## config.mk

```make
export PLATFORM = sky130hd
export DESIGN_NAME = apb_wait_regs
export DESIGN_NICKNAME = d
export VERILOG_FILES = /design/src/rtl/apbc_pkg.sv /design/src/rtl/apbc_decode.sv /design/src/rtl/apbc_wait.sv /design/src/rtl/apbc_regfile.sv /design/src/rtl/apb_wait_regs.sv
export SDC_FILE = /design/constraint.sdc
export NUM_CORES = 1
export LEC_CHECK = 0
export ABC_CLOCK_PERIOD_IN_PS = 2100
export BUFFER_PORTS_ARGS = -buffer_cell sky130_fd_sc_hd__buf_4
export CAP_MARGIN = 30
export CORE_ASPECT_RATIO = 1.1
export CORE_UTILIZATION = 58
export CTS_CLUSTER_DIAMETER = 100
export DETAILED_ROUTE_END_ITERATION = 6
export PLACE_DENSITY_LB_ADDON = 0.25
export SYNTH_ARGS = -nofsm -noshare
export SYNTH_HDL_FRONTEND = slang
export SYNTH_SLANG_ARGS = --single-unit
```

## constraint.sdc

```tcl
create_clock -name clk -period 2.1 [get_ports clk]
set_input_delay 0.315 -clock clk [delete_from_list [all_inputs] [get_ports clk]]
set_output_delay 0.315 -clock clk [all_outputs]
set_load 0.02 [all_outputs]
```

## src/rtl/apbc_pkg.sv

```systemverilog
// Shared widths and types for the register bank completer.
// Assumes a 32-bit data bus split into 8-bit byte lanes.
package apbc_pkg;
    localparam int DATA_W = 32;
    localparam int LANE_W = 8;
    localparam int STRB_W = DATA_W / LANE_W;
    localparam int WAIT_W = 3;
    localparam int PROT_W = 3;

    typedef logic [DATA_W-1:0] word_t;
    typedef logic [STRB_W-1:0] strb_t;
endpackage

```

## src/rtl/apbc_decode.sv

```systemverilog
// Setup-phase decoder: maps a byte address to a word index, flags
// unmapped indices and unprivileged writes to protected registers.
// Assumes word-aligned register placement starting at address 0.
module apbc_decode #(
    parameter int ADDR_W = 6,
    parameter int NREGS = 4,
    parameter logic [NREGS-1:0] PROT_MASK = '0,
    localparam int IDX_W = ADDR_W - 2
) (
    input  logic [ADDR_W-1:0]          paddr,
    input  logic                       pwrite,
    input  logic [apbc_pkg::PROT_W-1:0] pprot,
    output logic [IDX_W-1:0]           idx,
    output logic                       fault
);
    logic        hit;
    logic        guarded;
    logic [31:0] idx_ext;

    // Split the word index and test whether a register exists there.
    always_comb begin
        idx     = paddr[ADDR_W-1:2];
        idx_ext = 32'(idx);
        hit     = idx_ext < 32'(NREGS);
    end

    // Find out whether the addressed register is write-protected.
    always_comb begin
        guarded = 1'b0;
        for (int r = 0; r < NREGS; r++) begin
            if (idx_ext == 32'(r) && PROT_MASK[r]) guarded = 1'b1;
        end
    end

    // Combine both reasons for refusing the access.
    always_comb begin
        fault = !hit || (pwrite && guarded && !pprot[0]);
    end
endmodule

```

## src/rtl/apbc_wait.sv

```systemverilog
// Wait-state generator: latches the requested count in setup and
// raises ready once that many access cycles have passed.
// Assumes access cycles follow a setup cycle without a gap.
module apbc_wait #(
    parameter int WAIT_W = 3
) (
    input  logic              clk,
    input  logic              rst_n,
    input  logic              setup,
    input  logic              access,
    input  logic [WAIT_W-1:0] wait_in,
    output logic              ready
);
    logic [WAIT_W-1:0] lim;
    logic [WAIT_W-1:0] cnt;

    // Capture the limit in setup, count stalled access cycles after it.
    always_ff @(posedge clk) begin
        if (!rst_n) begin
            lim <= '0;
            cnt <= '0;
        end else if (setup) begin
            lim <= wait_in;
            cnt <= '0;
        end else if (access && !ready) begin
            cnt <= cnt + 1'b1;
        end
    end

    // Ready once the counted stalls reach the latched limit.
    always_comb begin
        ready = access && (cnt == lim);
    end


    lim_hold_chk: assert property (@(posedge clk) disable iff (!rst_n)
        (access && !ready) |=> $stable(lim));


    cnt_bound_chk: assert property (@(posedge clk) disable iff (!rst_n)
        access |-> (cnt <= lim));
endmodule

```

## src/rtl/apbc_regfile.sv

```systemverilog
// Register storage with byte-lane write enables and one read port.
// Assumes widx and ridx are below NREGS whenever they are used.
module apbc_regfile #(
    parameter int NREGS = 4,
    parameter int IDX_W = 4
) (
    input  logic                 clk,
    input  logic                 rst_n,
    input  logic                 we,
    input  logic [IDX_W-1:0]     widx,
    input  apbc_pkg::word_t      wdata,
    input  apbc_pkg::strb_t      wstrb,
    input  logic [IDX_W-1:0]     ridx,
    output apbc_pkg::word_t      rdata
);
    import apbc_pkg::*;

    logic [NREGS-1:0][DATA_W-1:0] mem;

    // One storage lane per register and byte.
    for (genvar r = 0; r < NREGS; r++) begin : g_reg
        for (genvar b = 0; b < STRB_W; b++) begin : g_lane
            // Update a lane only when selected, enabled and strobed.
            always_ff @(posedge clk) begin
                if (!rst_n) begin
                    mem[r][b*LANE_W +: LANE_W] <= '0;
                end else if (we && (32'(widx) == 32'(r)) && wstrb[b]) begin
                    mem[r][b*LANE_W +: LANE_W] <= wdata[b*LANE_W +: LANE_W];
                end
            end
        end
    end

    // Read selection; out-of-range indices read as zero.
    always_comb begin
        rdata = '0;
        for (int r = 0; r < NREGS; r++) begin
            if (32'(ridx) == 32'(r)) rdata = mem[r];
        end
    end


    hold_no_we_chk: assert property (@(posedge clk) disable iff (!rst_n)
        !we |=> $stable(mem));
endmodule

```

## src/rtl/apb_wait_regs.sv

```systemverilog
// APB completer in front of a register bank: decodes in setup,
// stretches access by a sampled wait count, drives read data and
// error only in the completing cycle. Assumes a protocol-correct
// requester that holds address and control stable until completion.
module apb_wait_regs #(
    parameter int ADDR_W = 6,
    parameter int NREGS = 4,
    parameter logic [NREGS-1:0] PROT_MASK = 4'b1000
) (
    input  logic                         clk,
    input  logic                         rst_n,
    input  logic                         psel,
    input  logic                         penable,
    input  logic [ADDR_W-1:0]            paddr,
    input  logic                         pwrite,
    input  logic [apbc_pkg::DATA_W-1:0]  pwdata,
    input  logic [apbc_pkg::STRB_W-1:0]  pstrb,
    input  logic [apbc_pkg::PROT_W-1:0]  pprot,
    input  logic [apbc_pkg::WAIT_W-1:0]  wait_cycles,
    output logic                         pready,
    output logic [apbc_pkg::DATA_W-1:0]  prdata,
    output logic                         pslverr
);
    import apbc_pkg::*;

    localparam int IDX_W = ADDR_W - 2;

    logic             setup_ph;
    logic             access_ph;
    logic             rdy;
    logic             done;
    logic             we;
    logic [IDX_W-1:0] dec_idx;
    logic             dec_fault;
    logic [IDX_W-1:0] idx_q;
    logic             fault_q;
    word_t            rd;

    // Classify the current bus cycle.
    always_comb begin
        setup_ph  = psel && !penable;
        access_ph = psel && penable;
    end

    apbc_decode #(
        .ADDR_W(ADDR_W), .NREGS(NREGS), .PROT_MASK(PROT_MASK)
    ) u_dec (
        .paddr(paddr), .pwrite(pwrite), .pprot(pprot),
        .idx(dec_idx), .fault(dec_fault)
    );

    // Keep the setup-phase decision for the access phase.
    always_ff @(posedge clk) begin
        if (!rst_n) begin
            idx_q   <= '0;
            fault_q <= 1'b0;
        end else if (setup_ph) begin
            idx_q   <= dec_idx;
            fault_q <= dec_fault;
        end
    end

    apbc_wait #(.WAIT_W(WAIT_W)) u_wait (
        .clk(clk), .rst_n(rst_n), .setup(setup_ph), .access(access_ph),
        .wait_in(wait_cycles), .ready(rdy)
    );

    // Completion and the write enable that depends on it.
    always_comb begin
        done = access_ph && rdy;
        we   = done && pwrite && !fault_q;
    end

    apbc_regfile #(.NREGS(NREGS), .IDX_W(IDX_W)) u_rf (
        .clk(clk), .rst_n(rst_n), .we(we), .widx(idx_q),
        .wdata(pwdata), .wstrb(pstrb), .ridx(idx_q), .rdata(rd)
    );

    // Outputs are gated to the completing cycle.
    always_comb begin
        pready  = rdy;
        pslverr = done && fault_q;
        prdata  = (done && !pwrite && !fault_q) ? rd : '0;
    end


    no_ready_setup_chk: assert property (@(posedge clk) disable iff (!rst_n)
        (psel && !penable) |-> !pready);


    err_at_done_chk: assert property (@(posedge clk) disable iff (!rst_n)
        pslverr |-> (psel && penable && pready));


    rdata_gate_chk: assert property (@(posedge clk) disable iff (!rst_n)
        (prdata != '0) |-> (pready && !pwrite && !pslverr));


    zero_wait_chk: assert property (@(posedge clk) disable iff (!rst_n)
        ((psel && !penable && wait_cycles == '0) ##1 (psel && penable)) |-> pready);
endmodule

```

Word-level counts from Yosys, hierarchy flattened
Index checks and enable logic that the tools add are counted.

storage, ports and cells
  output and inout port bits = 34
  input port bits = 53
  flip-flop bits (word level) = 139
  logic and storage cells = 75

operators by class
  order comparisons = 1
  reductions and logical operators = 41
  bitwise operators = 1
  multiplexer cells = 6
  add/sub/neg operators = 1
  equality and inequality tests = 5

operators by type and width
  cell                 number
  $mux 32              5
  $logic_and 1x1->1    32
  $eq 4x2->1 const B   3
  $logic_not 1->1      6
  $eq 4x1->1 const B   1
  $logic_not 4->1      1
  $lt 4x3->1 const B   1
  $add 3x1->3 const B  1
  $eq 3x3->1           1
  $reduce_or 2->1      1
  $logic_or 1x1->1     1
  $mux 1               1
  $not 1->1            1

Logic depth before layout (Yosys ltp)
  depth after elaboration = 7
  mapped depth = 5
  gate-level depth less buffers = 4

Hierarchy
From an unflattened synthesis, not the netlist that was laid out.

unflattened totals
  cells, all modules = 651
  area total of the unflattened synthesis = 6652.6 um^2

by module, submodules not included
  module         area each (um^2)  cells an instance  seq. area each (um^2)  times used
  apbc_regfile   5758.0            540                2562.5                 1
  apb_wait_regs  488.0             66                 100.1                  1
  apbc_wait      360.3             38                 120.1                  1
  apbc_decode    46.3              7                  0.0                    1

Worst setup path after synthesis
Ideal clock, no wire load.

  path kind = flip-flop to output port
  from = register u_wait.cnt[2]
  to = output port prdata[0] (netlist bit)
  setup slack = -0.271 ns
  stages on the path, launching flop included = 6
  required time = 1.785 ns
  buffers on the path = 1
  arrival time = 2.056 ns
  path through = dfxtp_1 -> xor2_1 -> nor4_4 -> nand2_1 -> clkbuf_1 -> a211oi_1

on the way
  word-level cells in the longest chain between the ends = 6

ends and longest elaborated chain
  element                          line                 source
  start, declared                  apbc_wait.sv:15      logic [WAIT_W-1:0] cnt;
  start signal, assigned           apbc_wait.sv:26      cnt <= cnt + 1'b1;
  $eq 3x3->1                       apbc_wait.sv:32      ready = access && (cnt == lim);
  $logic_and 1x1->1                apbc_wait.sv:32
  named net pready                 apb_wait_regs.sv:20  output logic pready,
  $logic_and 1x1->1                apb_wait_regs.sv:70  done = access_ph && rdy;
  $logic_and 1x1->1 (2 in series)  apb_wait_regs.sv:83  prdata = (done && !pwrite && !fault_q) ? rd : '0;
  $mux 32                          apb_wait_regs.sv:83
  end, declared                    apb_wait_regs.sv:21  output logic [apbc_pkg::DATA_W-1:0] prdata,

The timed path passes the listed nets, and every way through them passes these cells.

Worst setup path in the final report
  from = register u_wait.lim[1]
  to = output port prdata[15] (netlist bit)

on the way
  word-level cells in the longest chain between the ends = 6

ends and longest elaborated chain
  element                          line                 source
  start, declared                  apbc_wait.sv:14      logic [WAIT_W-1:0] lim;
  start signal, assigned           apbc_wait.sv:23      lim <= wait_in;
  $eq 3x3->1                       apbc_wait.sv:32
  $logic_and 1x1->1                apbc_wait.sv:32
  $logic_and 1x1->1                apb_wait_regs.sv:70
  $logic_and 1x1->1 (2 in series)  apb_wait_regs.sv:83
  $mux 32                          apb_wait_regs.sv:83

No other way between the ends.

==> impl_metrics.csv <==
group,metric,value,unit
run_status,status,"complete, but fails checks",
run_status,violations,"setup timing",
cells_and_area,finalNonFillerCells,922,
pwr,ir_worst_vdd,460,uV
worst_setup_path,crit_chain,"xor2_2 > nor4_4 > nand2_4 > buf_12 > a211oi_4 > buf_6",
timing,clock_skew,0.00843,ns
floorplanning,fp.dieW,103,um
cts,cts_tree,"done",
worst_setup_path,crit_path_end_kind,"output pin",
floorplanning,core_area,10900,um2
place,place_congestion,0.766,
worst_setup_path,critPathKind,"reg2out",
route,dr.pass1.iters,5,
global_route,grt_pass1_wl,25400,um
cts,htree_levels,4,
worst_setup_path,crit_slowest_cell,"nor4_4",
route,drt-total-wl,16100,um
floorplanning,rows,40,
pwr,swShare,23.3,%
pwr,power.switching,1420,uW
hold_path,hold_path.class,"in2reg",
synthesis,synth.distinct_cells,37,
timing,finalCritPeriodShare,113,%
timing,max_slew_margin,54.9,%
route,vias,5252,
cts,insertion_delay,0.42,ns
cells_and_area,antenna_cells,0,
floorplanning,io_pins,87,
synthesis,ys_warn_count,0,
pwr,p_seq_share,44.1,%
synthesis,synth_area_per_cell,9.55,um2
synthesis,synth_seq_area_share,42.9,%
timing,hold_viol,0,
timing,report.final.slew_viol_count,0,
cells_and_area,layout_common_cells,"182 x nand2_1, 159 x mux2i_1, 135 x dfxtp_1",
cells_and_area,area_growth,32.5,%
cts,cts-root-buf,"clkbuf_16",
synthesis,syn_nets,734,
place,dp_hpwl,10100,um
synthesis,yosys_register_bits,139,
timing,fmax,420,MHz
cts,cts_buffer_depth,2,
worst_setup_path,cp_slowest_stage_delay,0.40,ns
floorplanning,die_area,11600,um2
global_route,track_usage,28.7,%
synthesis,netlist_instances,680,
timing,setup_viol_count_final,33,
global_route,grt_max_degree,172,
pwr,clock_power_share,46.9,%
cts,numClockSinks,139,
cells_and_area,nets,817,
synthesis,synth_area,6490,um2
place,placed_cells,886,
cells_and_area,drive_gt1_share,26.1,%
global_route,overflow,0,
worst_setup_path,critPathLaunchType,"flip-flop",
floorplanning,start_util,59.5,%
pwr,fin_total_pwr,6080,uW
timing,whs,0.178,ns
route,antenna_left,0,
timing,finalWorstSetupSlack,-0.278,ns
timing,layout_min_cycle_time,2.38,ns
route,detail_route.vias_per_cell,5.70,
worst_setup_path,worstPathMaxFanout,12,
route,drc_errors,0,
pwr,combPwrFrac,9.0,%
route,drt_iter0_markers,270,
flow_run,maxCapViolCount,0,
pwr,power_density,706,nW/um2
cts,clk_pin_slew,0.06,ns
worst_setup_path,worstPathRequired,1.78,ns
cells_and_area,final_common_cell,"nand2_1",
timing,rsz0062_at_grt,"true",
place,place.port_buffers,82,
pwr,p_leak,0.00375,uW
global_route,first_global_vias,5224,
place,place_ws,0.126,ns
route,wl_per_cell,17.5,um
pwr,internal-power,4660,uW
worst_setup_path,cp.arrival,2.06,ns
floorplanning,dieHeight,113,um
cts,cts_buffers,17,
global_route,grt_antenna_before_repair,0,
timing,tightest_slew,0.677,ns
path summary, 6_finish.rpt:
path	start	end	slack [ns]	cells past startpoint
max	u_wait.lim[1]	prdata[15]	-0.28	6
min	wait_cycles[2]	u_wait.lim[2]	0.18	3
max reg2reg	u_wait.lim[1]	u_rf.mem[62]	0.04	7
min reg2reg	u_rf.mem[18]	u_rf.mem[18]	0.46	2
repair_timing:
item / CTS / global route
setup endpoints to repair: 33 / 35
pin swaps: 2 / 0
setup buffers: 2 / 3
hold buffers: 0 / 0
gates resized for setup: 41 / 11
cell usage after synthesis:
master	count	area share, %
ha_1	1	0.19
and3_1	3	0.29
o21ai_0	1	0.077
a32oi_1	1	0.13
o31a_1	1	0.13
a21oi_1	2	0.15
buf_4	1	0.12
nand4_2	8	1.5
nor2_1	1	0.058
nor3_1	2	0.15
inv_1	1	0.058
nor3_4	3	0.75
nand3_2	1	0.15
buf_6	1	0.17
nand4b_1	1	0.13
a21boi_0	8	0.93
buf_1	2	0.12
nor4_4	1	0.33
o41ai_1	1	0.13
buf_2	7	0.54
mux2i_1	159	25
or3_1	2	0.19
xor2_1	3	0.40
and2_1	1	0.096
a211oi_1	62	7.2
nor4_1	1	0.096
dfxtp_1	139	43
and4_1	1	0.13
and2_0	3	0.29
mux4_2	1	0.35
nand2_1	183	11
clkbuf_1	36	2.1
nor4b_4	1	0.37
nand4_4	3	0.98
nor3b_1	1	0.12
nor4b_1	1	0.13
nor2b_1	36	3.5
layer usage:
| metal | vias up | part of all wire [%] | global-route usage (%) |
|---|---|---|---|
| met5 | - | 0 | 0 |
| met4 | 0 | 1.5 | 9.39 |
| met3 | 22 | 3.9 | 5.37 |
| met2 | 119 | 52 | 50.0 |
| met1 | 2591 | 43 | 35.3 |
| li1 | 2520 | - | - |
worst max-delay path, delay by kind of cell (launching register included):
kind / cells / cell delay [ns]
AND/OR/NAND/NOR: 2 / 0.55
buffers and inverters: 2 / 0.35
XOR/XNOR: 1 / 0.20
AO/OA/AOI/OAI: 1 / 0.20
flip-flops: 1 / 0.33
flip-flops by register name (all words and copies together), names as in the netlist:
name        flops
u_wait.cnt      3
u_wait.lim      3
idx_q           4
u_rf.mem      128
fault_q         1
stage by stage:
stage | utilization [%] | area (um2) | TNS [ns]
2_1_floorplan | - | 6880 | -2.03
3_3_place_gp | 71.4 | 7780 | 0
3_5_place_dp | 71.4 | 7780 | 0
4_1_cts | 78.1 | 8520 | -6.56
5_1_grt | 78.9 | 8600 | -9.19
6_report | 78.9 | 8600 | -7.70
power by group through the flow:
stage / Combinational (uW) / Sequential (uW) / Clock [uW]
final: 549 / 2680 / 2850
after detailed placement: 513 / 2740 / 0
after global placement: 496 / 2740 / 0
after floorplan: 335 / 2730 / 0
after global routing: 581 / 2680 / 3000
after CTS: 527 / 2680 / 2870
logic make-up after synthesis:
family / count (synthesis) / synth area share [%]
flops: 139 / 42.9
mux: 160 / 24.9
xor+xnor: 3 / 0.405
simple gates: 253 / 19.9
buf+inv: 48 / 3.08
compound gates: 76 / 8.73
fa+ha+maj: 1 / 0.193
final cells by class:
class / instances / area, um2
tap: 147 / 184
timing repair buffer: 111 / 1090
clock inverter: 8 / 93.8
fill: 690 / 2310
sequential: 139 / 2790
clock buffer: 23 / 468
inverter: 1 / 3.75
multi-input combinational: 493 / 3970
No activity file was read; power rests on OpenSTA's default activity.
